--- config.mk ---
export PLATFORM = sky130hd
export DESIGN_NAME = serial_pin_mux
export DESIGN_NICKNAME = d
export VERILOG_FILES = /design/src/rtl/spm_pkg.sv /design/src/rtl/spm_in_sync.sv /design/src/rtl/spm_func_sel.sv /design/src/rtl/spm_regs.sv /design/src/rtl/serial_pin_mux.sv
export SDC_FILE = /design/constraint.sdc
export NUM_CORES = 1
export LEC_CHECK = 0
export BUFFER_PORTS_ARGS = -buffer_cell sky130_fd_sc_hd__buf_2
export CAP_MARGIN = 0
export CORE_ASPECT_RATIO = 1.25
export CORE_MARGIN = 4
export CORE_UTILIZATION = 52
export CTS_BUF_LIST = sky130_fd_sc_hd__clkbuf_4 sky130_fd_sc_hd__clkbuf_8
export DETAILED_ROUTE_END_ITERATION = 6
export GPL_ROUTABILITY_DRIVEN = 0
export MAX_ROUTING_LAYER = met4
export PLACE_DENSITY = 0.95
export SLEW_MARGIN = 20
export SYNTH_ARGS = -nofsm -noshare
export SYNTH_HDL_FRONTEND = slang
export SYNTH_SLANG_ARGS = --single-unit
--- constraint.sdc ---
create_clock -name clk -period 1.6 [get_ports clk]
set_clock_uncertainty 0.15 [all_clocks]
set_input_delay 0.16 -clock clk [delete_from_list [all_inputs] [get_ports clk]]
set_output_delay 0.16 -clock clk [all_outputs]
set_load 0.02 [all_outputs]
--- src/rtl/spm_pkg.sv ---
package spm_pkg;
   localparam int PINS = 8;
   // bit positions of the shared pins
   localparam int B_UA_TX = 7;
   localparam int B_UA_RX = 6;
   localparam int B_UB_TX = 5;
   localparam int B_UB_RX = 4;
   localparam int B_SEL   = 3;
   localparam int B_CLK   = 2;
   localparam int B_MO    = 1;
   localparam int B_MI    = 0;
   localparam logic [PINS-1:0] ASG_MASK =
      PINS'((1 << B_SEL) | (1 << B_MO) | (1 << B_MI));
   typedef enum logic [1:0] {
      REG_DIR  = 2'd0,
      REG_ASG  = 2'd1,
      REG_DAT  = 2'd2,
      REG_NONE = 2'd3
   } reg_sel_e;
endpackage

--- src/rtl/spm_in_sync.sv ---
module spm_in_sync #(
   parameter int W      = 8,
   parameter int STAGES = 2
) (
   input  logic         clk,
   input  logic         rst_n,
   input  logic [W-1:0] d,
   output logic [W-1:0] q
);
   initial begin
      if (STAGES < 0 || STAGES > 4) $error("spm_in_sync: STAGES out of range");
   end

   generate
      if (STAGES == 0) begin : g_bypass
         assign q = d;
      end else begin : g_chain
         logic [W-1:0] stg [STAGES];
         always_ff @(posedge clk or negedge rst_n) begin
            if (!rst_n) begin
               for (int s = 0; s < STAGES; s++) stg[s] <= '0;
            end else begin
               stg[0] <= d;
               for (int s = 1; s < STAGES; s++) stg[s] <= stg[s-1];
            end
         end
         assign q = stg[STAGES-1];
      end
   endgenerate
endmodule

--- src/rtl/spm_func_sel.sv ---
module spm_func_sel
   import spm_pkg::*;
(
   input  logic            ua_tx_en,
   input  logic            ua_rx_en,
   input  logic            ub_tx_en,
   input  logic            ub_rx_en,
   input  logic            spi_en,
   input  logic [PINS-1:0] asg_q,
   output logic [PINS-1:0] serial_sel
);
   always_comb begin
      serial_sel          = '0;
      serial_sel[B_UA_TX] = ua_tx_en;
      serial_sel[B_UA_RX] = ua_rx_en;
      serial_sel[B_UB_TX] = ub_tx_en;
      serial_sel[B_UB_RX] = ub_rx_en;
      serial_sel[B_CLK]   = spi_en;
      serial_sel[B_SEL]   = asg_q[B_SEL];
      serial_sel[B_MO]    = asg_q[B_MO];
      serial_sel[B_MI]    = asg_q[B_MI];
   end
endmodule

--- src/rtl/spm_regs.sv ---
module spm_regs
   import spm_pkg::*;
#(
   parameter int ADDR_W = 2
) (
   input  logic              clk,
   input  logic              rst_n,
   input  logic              we,
   input  logic [ADDR_W-1:0] addr,
   input  logic [PINS-1:0]   wdata,
   input  logic [PINS-1:0]   pad_sync,
   output logic [PINS-1:0]   dir_q,
   output logic [PINS-1:0]   asg_q,
   output logic [PINS-1:0]   dat_q,
   output logic [PINS-1:0]   rdata
);
   localparam logic [ADDR_W-1:0] A_DIR = ADDR_W'(REG_DIR);
   localparam logic [ADDR_W-1:0] A_ASG = ADDR_W'(REG_ASG);
   localparam logic [ADDR_W-1:0] A_DAT = ADDR_W'(REG_DAT);
   localparam logic [ADDR_W-1:0] A_NON = ADDR_W'(REG_NONE);

   initial begin
      if (ADDR_W < 2) $error("spm_regs: ADDR_W must be at least 2");
   end

   always_ff @(posedge clk or negedge rst_n) begin
      if (!rst_n) begin
         dir_q <= '0;
         asg_q <= '0;
         dat_q <= '0;
      end else if (we) begin
         unique case (addr)
            A_DIR:   dir_q <= wdata;
            A_ASG:   asg_q <= wdata & ASG_MASK;
            A_DAT:   dat_q <= wdata;
            default: ;
         endcase
      end
   end

   always_comb begin
      unique case (addr)
         A_DIR:   rdata = dir_q;
         A_ASG:   rdata = asg_q;
         A_DAT:   rdata = (dir_q & dat_q) | (~dir_q & pad_sync);
         default: rdata = '0;
      endcase
   end

   p_dir_write_r2: assert property (@(posedge clk) disable iff (!rst_n)
      (we && addr == A_DIR) |=> dir_q == $past(wdata));
   p_unmapped_r9: assert property (@(posedge clk) disable iff (!rst_n)
      (we && addr == A_NON) |=> ($stable(dir_q) && $stable(asg_q) && $stable(dat_q)));
   p_dat_out_r8: assert property (@(posedge clk) disable iff (!rst_n)
      (addr == A_DAT) |-> ((rdata & dir_q) == (dat_q & dir_q)));
endmodule

--- src/rtl/serial_pin_mux.sv ---
module serial_pin_mux
   import spm_pkg::*;
#(
   parameter int ADDR_W      = 2,
   parameter int SYNC_STAGES = 2
) (
   input  logic              clk,
   input  logic              rst_n,
   input  logic              reg_we,
   input  logic [ADDR_W-1:0] reg_addr,
   input  logic [7:0]        reg_wdata,
   output logic [7:0]        reg_rdata,
   input  logic              uart_a_tx_en,
   input  logic              uart_a_rx_en,
   input  logic              uart_b_tx_en,
   input  logic              uart_b_rx_en,
   input  logic              spi_en,
   input  logic [7:0]        per_out,
   output logic [7:0]        per_in,
   output logic [7:0]        pad_o,
   output logic [7:0]        pad_oe,
   input  logic [7:0]        pad_i
);
   logic [PINS-1:0] dir_q, asg_q, dat_q, pad_sync, serial_sel;

   spm_in_sync #(.W(PINS), .STAGES(SYNC_STAGES)) u_sync (
      .clk(clk), .rst_n(rst_n), .d(pad_i), .q(pad_sync)
   );

   spm_regs #(.ADDR_W(ADDR_W)) u_regs (
      .clk(clk), .rst_n(rst_n), .we(reg_we), .addr(reg_addr),
      .wdata(reg_wdata), .pad_sync(pad_sync),
      .dir_q(dir_q), .asg_q(asg_q), .dat_q(dat_q), .rdata(reg_rdata)
   );

   spm_func_sel u_sel (
      .ua_tx_en(uart_a_tx_en), .ua_rx_en(uart_a_rx_en),
      .ub_tx_en(uart_b_tx_en), .ub_rx_en(uart_b_rx_en),
      .spi_en(spi_en), .asg_q(asg_q), .serial_sel(serial_sel)
   );

   generate
      for (genvar i = 0; i < PINS; i++) begin : g_pin
         assign pad_o[i]  = serial_sel[i] ? per_out[i] : dat_q[i];
         assign per_in[i] = serial_sel[i] & pad_i[i];
      end
   endgenerate
   assign pad_oe = dir_q;

   p_dir_pad_r2: assert property (@(posedge clk) disable iff (!rst_n)
      (reg_we && reg_addr == ADDR_W'(REG_DIR)) |=> pad_oe == $past(reg_wdata));
   p_rsvd_zero_r3: assert property (@(posedge clk) disable iff (!rst_n)
      (reg_addr == ADDR_W'(REG_ASG)) |-> ((reg_rdata & ~ASG_MASK) == '0));
   p_clk_follow_r4: assert property (@(posedge clk) disable iff (!rst_n)
      spi_en |-> pad_o[B_CLK] == per_out[B_CLK]);
   p_tx_gpio_r6: assert property (@(posedge clk) disable iff (!rst_n)
      !uart_a_tx_en |-> pad_o[B_UA_TX] == dat_q[B_UA_TX]);
   p_rx_gate_r7: assert property (@(posedge clk) disable iff (!rst_n)
      !uart_a_rx_en |-> per_in[B_UA_RX] == 1'b0);
endmodule

Word-level counts from Yosys, hierarchy flattened

Index checks and enable logic that the tools add are counted.

Shift operators: 0
Reductions and logical operators: 4
Add/subtract/negate cells: 0
Bitwise operators: 12
Muxes and demuxes: 9
Multiply operators: 0
Equal/unequal tests: 2
$lt $le $gt $ge: 0
Divide/modulo/power cells: 0

Operators by type and width:

| kind                                                                   | number |
|---|---|
| 8-bit case mux with 3 select lines                                     | 1 |
| 8-bit AND                                                              | 2 |
| 1-bit AND                                                              | 8 |
| 1-bit two-way mux                                                      | 8 |
| 8-bit NOT                                                              | 1 |
| 8-bit bitwise OR                                                       | 1 |
| 2-bit AND reduction                                                    | 3 |
| 2-bit by 1-bit equality test with 1-bit output (second input constant) | 1 |
| 2-bit equality test (second input constant)                            | 1 |
| 2-bit logical NOT                                                      | 1 |

Bits in read-only memories: 0
Memories: 0
Memory bits (writable): 0
Register bits after elaboration: 35
Output and inout bits: 32
Bits of input ports: 34
Bits in latches: 0

Depth between registers and ports, before layout

Gate-level depths: netlist of the first run.

Depth after elaboration: 4
Mapped depth: 4

Cells and area by module

Synthesis of the first run repeated with hierarchy kept, for this count alone.

Cells, all modules: 127
Area total of the unflattened synthesis: 1662.8 µm²

By module, submodules not included:

| module         | instances | area an instance (µm²) | cells an instance | sequential area each (µm²) |
|---|---|---|---|---|
| spm_regs       | 1         | 962.2                  | 79                | 475.5 |
| spm_in_sync    | 1         | 460.4                  | 24                | 400.4 |
| serial_pin_mux | 1         | 180.2                  | 16                | 0.0 |
| spm_func_sel   | 1         | 60.1                   | 8                 | 0.0 |

Worst setup path after synthesis of the first run

OpenSTA, ideal clock, no wires.

Path type: flip-flop to output port
From: register u_regs.dir_q[3]
To: output port reg_rdata[3]
Setup slack: 194 ps
Data arrival time: 1096 ps
Path buffers: 0
Cell stages (with the launch flop): 4
Cells stage by stage: dfrtp_1 and3b_1 a21oi_1 o22ai_1

Word-level cells in the longest chain between the ends: 4
Elaborated cells on any way between the ends: 5
Classes of those cells: mux: 1; bitwise: 4

Ends and longest elaborated chain:

| item                                 | RTL line             | text |
|---|---|---|
| from (decl)                          | spm_regs.sv:12       | `output logic [PINS-1:0] dir_q,` |
| from (signal assigned)               | spm_regs.sv:33       | `A_DIR: dir_q <= wdata;` |
| 8-bit NOT                            | spm_regs.sv:45       | `A_DAT: rdata = (dir_q & dat_q) \| (~dir_q & pad_sync);` |
| 8-bit AND                            | spm_regs.sv:45       |  |
| 8-bit bitwise OR                     | spm_regs.sv:45       |  |
| 8-bit case mux with 3 select lines * | spm_regs.sv:42       | `unique case (addr)` |
| to (decl)                            | serial_pin_mux.sv:12 | `output logic [7:0] reg_rdata,` |

Mark *: on every way between the ends. The rest lies on a longest branch, timed or not.

Worst setup path in the final report of the first run

Same ends and word-level chain as after synthesis.

==> key figures, run 1 <==
Timing
  – Hold Worst Slack: 0.126 ns
  – Min Tclk post-route: 1.72 ns
  – Fmax: 580 MHz
  – Final Setup Violations: 6
  – Fin. max-slew vios: 0
  – RSZ-0062 raised after global routing: yes
  – Slew HR: 0.705
  – Fin worst setup slack: -0.124 ns
  – Hold Fails Final Rpt: 0
  – Worst-margin pin slew: 0.441 ns
  – Final Cycle Share: 1.08

Synth
  – Post-synthesis xor/xnor area fraction: 0
  – FF+latch count, synth: 35
  – Post-synthesis adder-cell area fraction: 0
  – Synth Instances: 103
  – Top cells by area, synth: dfrtp_1 60%, mux2_2 21%, and2_1 3.4%, a21oi_1 2.7%, nand3b_1 2.6%
  – Post-synthesis cell type count: 14
  – Post-Synth Simple-Gate Area: 0.102
  – Post-synthesis mux area share: 0.229
  – Ys Warns: 0
  – Cell Area, Synth: 1460 sq um
  – Largest family of logic cells by synthesized area: multiplexers
  – Yosys top cell area share: 0.601
  – Synth Area in Compound Gates: 0.0576
  – Sequential share of the synthesized area: 0.601
  – Mapped Avg Cell Area: 14.1 sq um
  – Largest area contributor in the netlist: dfrtp_1
  – Syn_nets: 137

Route
  – Via count: 1,338
  – Drc violations: 0
  – Initial drt markers: 59
  – Avg Vias per Cell: 5.55
  – First-pass detailed-route iteration total: 4
  – Routed WL: 5310 um
  – Post-DR wirelength/cell: 22.0 um
  – Post-DRT Antenna Nets: 0

Finish
  – Ant. Diodes: 0
  – Fin nets: 240
  – Layout cells sized above 1: 0.623
  – Layout area overhead: 56.4%
  – Commonest non-fill, non-tap cell in the layout: buf_2
  – Non-Filler Instances: 241
  – Final design utilization: 0.850
  – Most frequent cells in the layout: 54 x buf_2, 34 x dfrtp_1, 25 x mux2_2

Outcome
  – Status: finished, violations left
  – Failing checks: negative setup slack

Critical path
  – FF-to-FF setup slack: 0.37 ns
  – R2R depth: 3
  – Critical Path End: reg_rdata[3]
  – CP arrival: 1.41 ns
  – R2R Path Start: u_regs.dir_q[0]$_DFFE_PN0P_
  – CP max FO: 4
  – CP required: 1.29 ns
  – FF-to-FF End: u_regs.dir_q[0]$_DFFE_PN0P_
  – Crit Path Category: flip-flop to output port
  – Worst setup SP type: flip-flop
  – Kind of end point of the critical path: output port
  – Critical Path Start: u_regs.dir_q[3]$_DFFE_PN0P_

Floorplan
  – Die X: 55.3 um
  – Die Height: 67.2 um
  – I/O pin total: 66
  – Die Area: 3720 sq um
  – Std-Cell Rows: 21
  – Initial core utilization: 0.543
  – Core area: 2680 sq um

Hold path
  – Hold Path Origin: reg_we
  – Tightest Hold Check Type: input port to flip-flop

Global route
  – First-pass GRT wire length: 6890 um
  – Initial antenna violation count: 0
  – Number of global-route vias before repair: 1,354
  – Total GRT Usage: 0.262
  – Largest net degree at the start of global routing: 36
  – Total grt overflow: 0

Pwr
  – Pleak: 1.11 nW
  – Pwr Density: 1120 nW/um^2
  – VDD IR-drop max: 0.925 mV

CTS
  – Worst-path clk slew: 0.11 ns
  – CTS tree: yes
  – H-tree depth: 2
  – # clock sinks: 35
  – Clock Tree Buf Depth: 2
  – TritonCTS buffer count: 5
  – Clk Latency, worst-skew pair: 0.35 ns
  – Clock tree root driver cell: clkbuf_4

Place
  – Post-DP HPWL: 2790 um
  – Port Buffers: 65
  – Placed cell count: 202

Flow run
  – Maxcap violations: 0
## logic make-up after synthesis
group / after synthesis
and+or+nand+nor: 19
buffers and inverters: 3
muxes: 30
DFF: 35
AOI/OAI and AO/OA: 16
## stage by stage
stage	setup slack [ns]	instance area, sq um	total power, mW	setup TNS [ns]
5_1_grt	-0.177	2280	2.67	-0.775
4_1_cts	-0.0915	2140	2.35	-0.131
6_report	-0.124	2280	2.56	-0.296
3_3_place_gp	0.162	1830	1.67	0
3_5_place_dp	0.115	1830	1.71	0
2_1_floorplan	0.194	1460	1.45	0
## flip-flops by register name, summed over array words and instances (netlist names)
signal / flops
u_regs.dat_q: 8
u_regs.dir_q: 8
u_sync.g_chain.stg: 8
u_sync.q: 8
u_regs.asg_q: 3
## cell type report
class,count,area (sq um)
flip-flops and latches,35,877
repair buffers,98,666
multi-input cells,65,617
fillers,133,402
clock buffers,8,72.6
well taps,34,42.5
inverters,1,3.75
## critical path: stages, from the launching register on
cell and delay, ns:
dfrtp_1 0.44, buf_4 0.16, mux2i_1 0.19, o22ai_2 0.12, buf_6 0.15
## routing by layer
layer	GRT usage	vias up	part of all wire
met5	-	-	0
met1	0.262	675	0.36
met4	0.140	0	0.035
met3	0.0803	15	0.055
met2	0.460	69	0.55
li1	-	579	-
## worst min-delay path by stage
stage / end / slack, ns / cells after the start
after floorplan: u_regs.asg_q[0]$_DFFE_PN0P_ / -0.29 / 0
after global placement: u_sync.q[3]$_DFF_PN0_ / 0.05 / 2
after detailed placement: u_regs.dat_q[3]$_DFFE_PN0P_ / 0.06 / 2
after CTS: u_regs.asg_q[1]$_DFFE_PN0P_ / 0.11 / 3
after global routing: u_regs.asg_q[0]$_DFFE_PN0P_ / 0.14 / 3
final: u_regs.asg_q[1]$_DFFE_PN0P_ / 0.13 / 3
## synthesized netlist by cell type
cell type	n
a21oi_1	8
inv_1	1
mux2i_1	3
buf_2	2
nor3b_4	1
and2_1	8
mux2_2	27
o21ai_0	5
o22ai_1	3
nand3b_1	5
nand3b_2	1
nand3_1	1
and3b_1	3
dfrtp_1	35
## repair_timing
item | CTS | global route
endpoints found under the hold margin | 62 | 0
pin swaps | 3 | 7
buffers inserted | 6 | 8
hold buffers | 17 | 0
resized for setup | 7 | 25
setup endpoints to repair | 7 | 12
## where the power goes
group          switching, mW  total, mW  internal (mW)  leakage [nW]
Clock                  0.307      0.582          0.275        0.0420
Sequential             0.105       1.10          0.996         0.410
Combinational          0.437      0.878          0.441         0.658
Total                  0.849       2.56           1.71          1.11
No activity file was read; power rests on OpenSTA's default activity.
==> run 2: changes to the inputs <==
--- a/config.mk
+++ b/config.mk
@@ -5,7 +5,7 @@
 export SDC_FILE = /design/constraint.sdc
 export NUM_CORES = 1
 export LEC_CHECK = 0
-export BUFFER_PORTS_ARGS = -buffer_cell sky130_fd_sc_hd__buf_2
+export BUFFER_PORTS_ARGS = -buffer_cell sky130_fd_sc_hd__buf_4
 export CAP_MARGIN = 0
 export CORE_ASPECT_RATIO = 1.25
 export CORE_MARGIN = 4
==> constraint.sdc (replaced) <==
create_clock -name clk -period 1.6 [get_ports clk]
set_clock_uncertainty 0.15 [all_clocks]
set_input_delay 0.24 -clock clk [delete_from_list [all_inputs] [get_ports clk]]
set_output_delay 0.24 -clock clk [all_outputs]
set_load 0.02 [all_outputs]
==> run 2 against run 1 <==
Net effect:
- the flow still finishes with violations (negative setup slack)
- final cell count down 0.83%
- non-clock buffer count down 2
- combinational power up 15%
- clock power up 2%
- global-route usage up 2.8 points
- critical endpoint is now reg_rdata[0]
- power up 6.0%
- first-iteration DRC count up 54%
- register-to-register slack about the same
- maximum frequency down 6.5%
- routed wire length up 16%
- sequential power about the same
==> key figures, run 2 (synthesis results as in run 1) <==
Pwr
  – Pwr Density: 1100 nW/um^2 (-2.4%)
  – Overall power: 2.72 mW (+6.0%)
  – Pleak: 1.19 nW (+7.5%)
  – VDD IR-drop max: 1.13 mV (+22%)

Timing
  – Fin. max-slew vios: 0 (unchanged)
  – Slew HR: 0.703 (-0.00227)
  – Hold Fails Final Rpt: 0 (unchanged)
  – Fin worst setup slack: -0.244 ns (-0.120 ns)
  – Worst-margin pin slew: 0.445 ns (+0.00388 ns)
  – Final Setup Violations: 13 (+7)
  – Min Tclk post-route: 1.84 ns (+0.120 ns)
  – Fmax: 542 MHz (-6.5%)
  – Final Cycle Share: 1.15 (+0.0749)
  – RSZ-0062 raised after global routing: yes

Floorplan
  – Core area: 2680 sq um (unchanged)
  – Initial core utilization: 0.543 (unchanged)
  – Die X: 55.3 um (unchanged)
  – Die Height: 67.2 um (unchanged)
  – I/O pin total: 66 (unchanged)
  – Die Area: 3720 sq um (unchanged)
  – Std-Cell Rows: 21 (unchanged)

Route
  – Drc violations: 0 (unchanged)
  – Initial drt markers: 91 (+54%)
  – First-pass detailed-route iteration total: 4 (unchanged)
  – Routed WL: 6180 um (+16%)
  – Via count: 1,418 (+6.0%)
  – Avg Vias per Cell: 5.93 (+6.9%)
  – Post-DR wirelength/cell: 25.8 um (+17%)
  – Post-DRT Antenna Nets: 0 (unchanged)

Finish
  – Fin nets: 238 (-0.83%)
  – Area of the multi-input gates: 638 sq um (+3.4%)
  – # fillers: 91 (-32%)
  – Commonest non-fill, non-tap cell in the layout: buf_4
  – Layout cells sized above 1: 0.654 (+0.0305)
  – Ant. Diodes: 0 (unchanged)
  – Most frequent cells in the layout: 60 x buf_4, 32 x dfrtp_1, 22 x mux2_2
  – FF/Latch Area: 880 sq um (+0.29%)
  – Non-Filler Instances: 239 (-0.83%)
  – Layout area overhead: 70.0%

Flow run
  – Maxcap violations: 0 (unchanged)

Global route
  – Most used routing layer: met2
  – First-pass GRT wire length: 7600 um (+10%)
  – Number of global-route vias before repair: 1,466 (+8.3%)
  – Initial antenna violation count: 0 (unchanged)
  – Largest net degree at the start of global routing: 36 (unchanged)
  – Total GRT Usage: 0.289 (+0.0276)
  – GRT met2 Usage: 0.513 (+0.0533)
  – Met3 global-route usage: 0.0650 (-0.0153)
  – M1 GR Usage: 0.303 (+0.0403)
  – Total grt overflow: 0 (unchanged)

CTS
  – # clock sinks: 35 (unchanged)
  – Clock tree root driver cell: clkbuf_4
  – Worst-path clk slew: 0.11 ns (about the same)
  – H-tree depth: 2 (unchanged)
  – CTS tree: yes
  – TritonCTS buffer count: 5 (unchanged)
  – Clock Tree Buf Depth: 2 (unchanged)
  – Clk Latency, worst-skew pair: 0.35 ns (about the same)

Critical path
  – Crit Path Category: flip-flop to output port
  – Worst setup SP type: flip-flop
  – CP arrival: 1.45 ns (+0.04 ns)
  – Crit-path max cell delay: 0.43 ns (about the same)
  – Kind of end point of the critical path: output port
  – CP required: 1.21 ns (-0.08 ns)
  – Cell Chain, Critical Path: and3b_1 -> a21oi_2 -> o22ai_1 -> buf_4
  – CP max FO: 2 (-2)
  – Slowest cell on crit path: dfrtp_1

Place
  – Placed cell count: 201 (-0.50%)
  – Port Buffers: 65 (unchanged)
  – Post-DP HPWL: 2780 um (-0.70%)

Hold path
  – Tightest Hold Check Type: input port to flip-flop

Outcome
  – Failing checks: negative setup slack
  – Status: finished, violations left
run 2: cell count changes in the layout (fill, tap and decap cells not counted), sizes merged:
cell          delta
buf              -2
dlygate4sd3      -2
dlymetal6s4s     +2
run 2: layer usage:
metal | vias up | share of wire
li1 | 575 | -
met1 | 685 | 0.34
met4 | 0 | 0.078
met5 | - | 0
met3 | 49 | 0.070
met2 | 109 | 0.51
run 2: final cells by class:
class                      count  area share
tap                           34      0.0172
clock buffer                   8      0.0293
sequential                    35       0.355
multi-input combinational     65       0.258
timing repair buffer          96       0.339
inverter                       1     0.00152
run 2: final timing paths:
check,start,to,slack (ns),depth (start not counted)
setup / recovery,u_regs.dir_q[0]$_DFFE_PN0P_,reg_rdata[0],-0.24,4
hold / removal,pad_i[5],u_sync.g_chain.stg[13]$_DFF_PN0_,0.05,2
setup reg to reg,u_regs.dir_q[0]$_DFFE_PN0P_,u_regs.dir_q[0]$_DFFE_PN0P_,0.38,3
hold reg to reg,u_sync.g_chain.stg[9]$_DFF_PN0_,u_sync.q[1]$_DFF_PN0_,0.21,0
max in group asynchronous,rst_n,u_regs.asg_q[0]$_DFFE_PN0P_,0.73,2
min in group asynchronous,rst_n,u_regs.dat_q[3]$_DFFE_PN0P_,0.22,2
run 2: power by group:
| part | internal, mW | switching [mW] |
|---|---|---|
| Combinational | 0.540 | 0.470 |
| Sequential | 0.998 | 0.116 |
| Clock | 0.276 | 0.316 |
run 2: repair_timing:
action,4_1_cts,5_1_grt
buffers inserted,11,2
resized for setup,6,41
pin swaps,4,3
endpoints found under the hold margin,60,0
endpoints found under the setup margin,11,23
hold buffers,17,0
run 2: stage by stage:
step / setup slack [ns] / hold slack (ns) / TNS (ns) / instance area, sq um / utilization
floorplan: 0.114 / -0.206 / 0 / 1460 / -
CTS: -0.121 / 0.204 / -0.711 / 2330 / 0.869
global route: -0.299 / 0.0669 / -1.80 / 2480 / 0.924
finish: -0.244 / 0.0466 / -1.42 / 2480 / 0.924
detailed placement: 0.125 / 0.0604 / 0 / 1980 / 0.740
global placement: 0.164 / 0.0508 / 0 / 1980 / 0.740
run 2: worst max-delay path, delay by kind of cell (launching register included):
kind            cells  cell delay, ns
flops               1            0.43
simple gates        1            0.27
compound gates      2            0.22
buf+inv             1            0.18
==> run 3: changes to the inputs <==
--- a/config.mk
+++ b/config.mk
@@ -7,8 +7,8 @@
 export LEC_CHECK = 0
 export BUFFER_PORTS_ARGS = -buffer_cell sky130_fd_sc_hd__buf_4
 export CAP_MARGIN = 0
-export CORE_ASPECT_RATIO = 1.25
-export CORE_MARGIN = 4
+export CORE_ASPECT_RATIO = 0.9
+export CORE_MARGIN = 3
 export CORE_UTILIZATION = 52
 export CTS_BUF_LIST = sky130_fd_sc_hd__clkbuf_4 sky130_fd_sc_hd__clkbuf_8
 export DETAILED_ROUTE_END_ITERATION = 6
==> run 3 against run 2 <==
Net effect:
- the run still ends with negative setup slack left
- non-clock buffer count is 2 higher
- power is 1.3% higher
- combinational power hardly changed
- largest cell class unchanged
==> key figures, run 3 (synthesis results as in run 1) <==
Outcome
  – Status: finished, violations left
  – Failing checks: negative setup slack

Finish
  – Commonest non-fill, non-tap cell in the layout: buf_4
  – Layout area overhead: 67.1%
  – Non-Filler Instances: 234 (-2.1%)
  – Ant. Diodes: 0 (unchanged)
  – # fillers: 61 (-33%)
  – Fin nets: 240 (+0.84%)
  – Most frequent cells in the layout: 67 x buf_4, 35 x dfrtp_1, 21 x mux2_2
  – Layout cells sized above 1: 0.583 (-0.0711)

Floorplan
  – Die Height: 56.2 um (-16%)
  – Die X: 61.8 um (+12%)
  – Die Area: 3470 sq um (-6.6%)
  – Initial core utilization: 0.571 (+0.0272)
  – Core area: 2550 sq um (-4.8%)
  – I/O pin total: 66 (unchanged)
  – Std-Cell Rows: 17 (-19%)

Route
  – First-pass detailed-route iteration total: 4 (unchanged)
  – Via count: 1,440 (+1.6%)
  – Avg Vias per Cell: 6.15 (+3.7%)
  – Routed WL: 6250 um (+1.2%)
  – Post-DRT Antenna Nets: 0 (unchanged)
  – Post-DR wirelength/cell: 26.7 um (+3.4%)
  – Initial drt markers: 123 (+35%)
  – Drc violations: 0 (unchanged)

Pwr
  – Psw: 0.910 mW (+0.91%)
  – Sw frac: 0.331 (-0.00139)
  – VDD IR-drop max: 0.788 mV (-30%)
  – Overall power: 2.75 mW (+1.3%)
  – Sequential power share: 0.403 (-0.007)
  – Pleak: 1.21 nW (+1.4%)
  – Comb pwr share: 0.362 (-0.010)
  – Clock power frac: 0.235 (+0.017)
  – Pwr Density: 1130 nW/um^2 (+3.1%)
  – P_int: 1.84 mW (+1.6%)

Critical path
  – R2R Path Start: u_regs.dir_q[1]$_DFFE_PN0P_
  – Cell Chain, Critical Path: and3b_1 -> a21oi_1 -> o22ai_1 -> buf_4
  – Crit-path leading delay family: flip-flops
  – Number of cells on the critical path: 4 (unchanged)
  – Kind of end point of the critical path: output port
  – R2R depth: 3 (unchanged)
  – CP max FO: 3 (+1)
  – Slowest cell on crit path: dfrtp_1
  – Crit Path Category: flip-flop to output port
  – Crit-path max cell delay: 0.44 ns (about the same)
  – FF-to-FF End: u_regs.dir_q[1]$_DFFE_PN0P_
  – CP arrival: 1.51 ns (+0.06 ns)
  – CP bufs+invs: 1 (unchanged)
  – CP required: 1.21 ns (about the same)
  – Worst setup SP type: flip-flop
  – FF-to-FF setup slack: 0.35 ns (-0.03 ns)

Timing
  – Fin. max-slew vios: 0 (unchanged)
  – Final Cycle Share: 1.19 (+0.0340)
  – Hold Fails Final Rpt: 0 (unchanged)
  – Final Setup Violations: 14 (+1)
  – Fmax: 527 MHz (-2.9%)
  – Fin worst setup slack: -0.298 ns (-0.0545 ns)
  – Min Tclk post-route: 1.90 ns (+0.0545 ns)
  – Worst-margin pin slew: 0.435 ns (-0.0106 ns)
  – Hold Worst Slack: 0.0513 ns (+0.00470 ns)
  – Setup TNS: -1.60 ns (-0.175 ns)
  – RSZ-0062 raised after global routing: yes
  – Slew HR: 0.710 (+0.00704)

Place
  – Placed cell count: 196 (-2.5%)
  – Port Buffers: 65 (unchanged)
  – Pre-CTS setup slack: 0.144 ns (+0.0191 ns)
  – Post-DP HPWL: 2440 um (-12%)

CTS
  – H-tree depth: 2 (unchanged)
  – Clock Tree Buf Depth: 2 (unchanged)
  – Clock tree root driver cell: clkbuf_4
  – # clock sinks: 35 (unchanged)
  – CTS tree: yes
  – Clk Latency, worst-skew pair: 0.33 ns (-0.02 ns)
  – TritonCTS buffer count: 5 (unchanged)
  – Worst-path clk slew: 0.14 ns (+0.03 ns)

Global route
  – Largest net degree at the start of global routing: 36 (unchanged)
  – Number of global-route vias before repair: 1,426 (-2.7%)
  – Total GRT Usage: 0.305 (+0.0154)
  – Total grt overflow: 0 (unchanged)
  – Initial antenna violation count: 0 (unchanged)
  – First-pass GRT wire length: 7290 um (-4.1%)

Hold path
  – Hold Path Origin: pad_i[3]
  – Hold Crit Depth: 2 (unchanged)
  – Tightest Hold Check Type: input port to flip-flop
  – Min-Delay Endpoint: u_sync.g_chain.stg[11]$_DFF_PN0_

Flow run
  – Maxcap violations: 0 (unchanged)
-- run 3: worst register-to-register path, delay by kind of cell, from the launching register on --
| family | cells | cell delay [ns] |
|---|---|---|
| mux | 1 | 0.27 |
| flops | 1 | 0.44 |
| buf+inv | 2 | 0.29 |
-- run 3: what timing repair did --
item,in CTS,in global routing
pin swaps,6,2
setup endpoints to repair,11,21
resized for setup,4,23
endpoints found under the hold margin,58,0
hold buffers,17,0
buffers inserted,8,6
-- run 3: metrics by stage --
step	cell area [sq um]	util
after detailed placement	1980	0.777
final	2430	0.953
after global placement	1980	0.777
after floorplan	1460	-
after CTS	2300	0.903
after global routing	2430	0.953
-- run 3: layer usage --
metal / track usage / routed length, um / up-vias
met5: - / 0 / -
met4: 0.139 / 422 / 0
met3: 0.0789 / 522 / 36
met2: 0.486 / 3120 / 116
met1: 0.350 / 2180 / 713
li1: - / - / 575
-- run 3: power groups by stage --
stage	registers, mW	logic (mW)	clock network, mW
detailed placement	1.10	0.683	0
finish	1.11	0.996	0.648
floorplan	1.12	0.330	0
CTS	1.07	0.806	0.625
global placement	1.10	0.670	0
global route	1.12	1.04	0.682
-- run 3: final cells by class --
type                       count  area [sq um]  share of cell area
clock buffer                   5          37.5              0.0154
clock inverter                 2          37.5              0.0154
inverter                       1          3.75             0.00154
multi-input combinational     65           603               0.248
sequential                    35           876               0.360
tap                           28          35.0              0.0144
timing repair buffer          98           841               0.346
-- run 3: worst max path at each step --
stage | start | endpoint | slack (ns)
floorplan | u_regs.dir_q[3]$_DFFE_PN0P_ | reg_rdata[3] | 0.11
CTS | u_regs.dir_q[0]$_DFFE_PN0P_ | reg_rdata[0] | -0.09
detailed placement | reg_addr[1] | u_regs.dir_q[0]$_DFFE_PN0P_ | 0.14
global placement | reg_addr[1] | u_regs.dir_q[0]$_DFFE_PN0P_ | 0.17
finish | u_regs.dir_q[1]$_DFFE_PN0P_ | reg_rdata[1] | -0.30
global route | u_regs.dir_q[1]$_DFFE_PN0P_ | reg_rdata[1] | -0.38
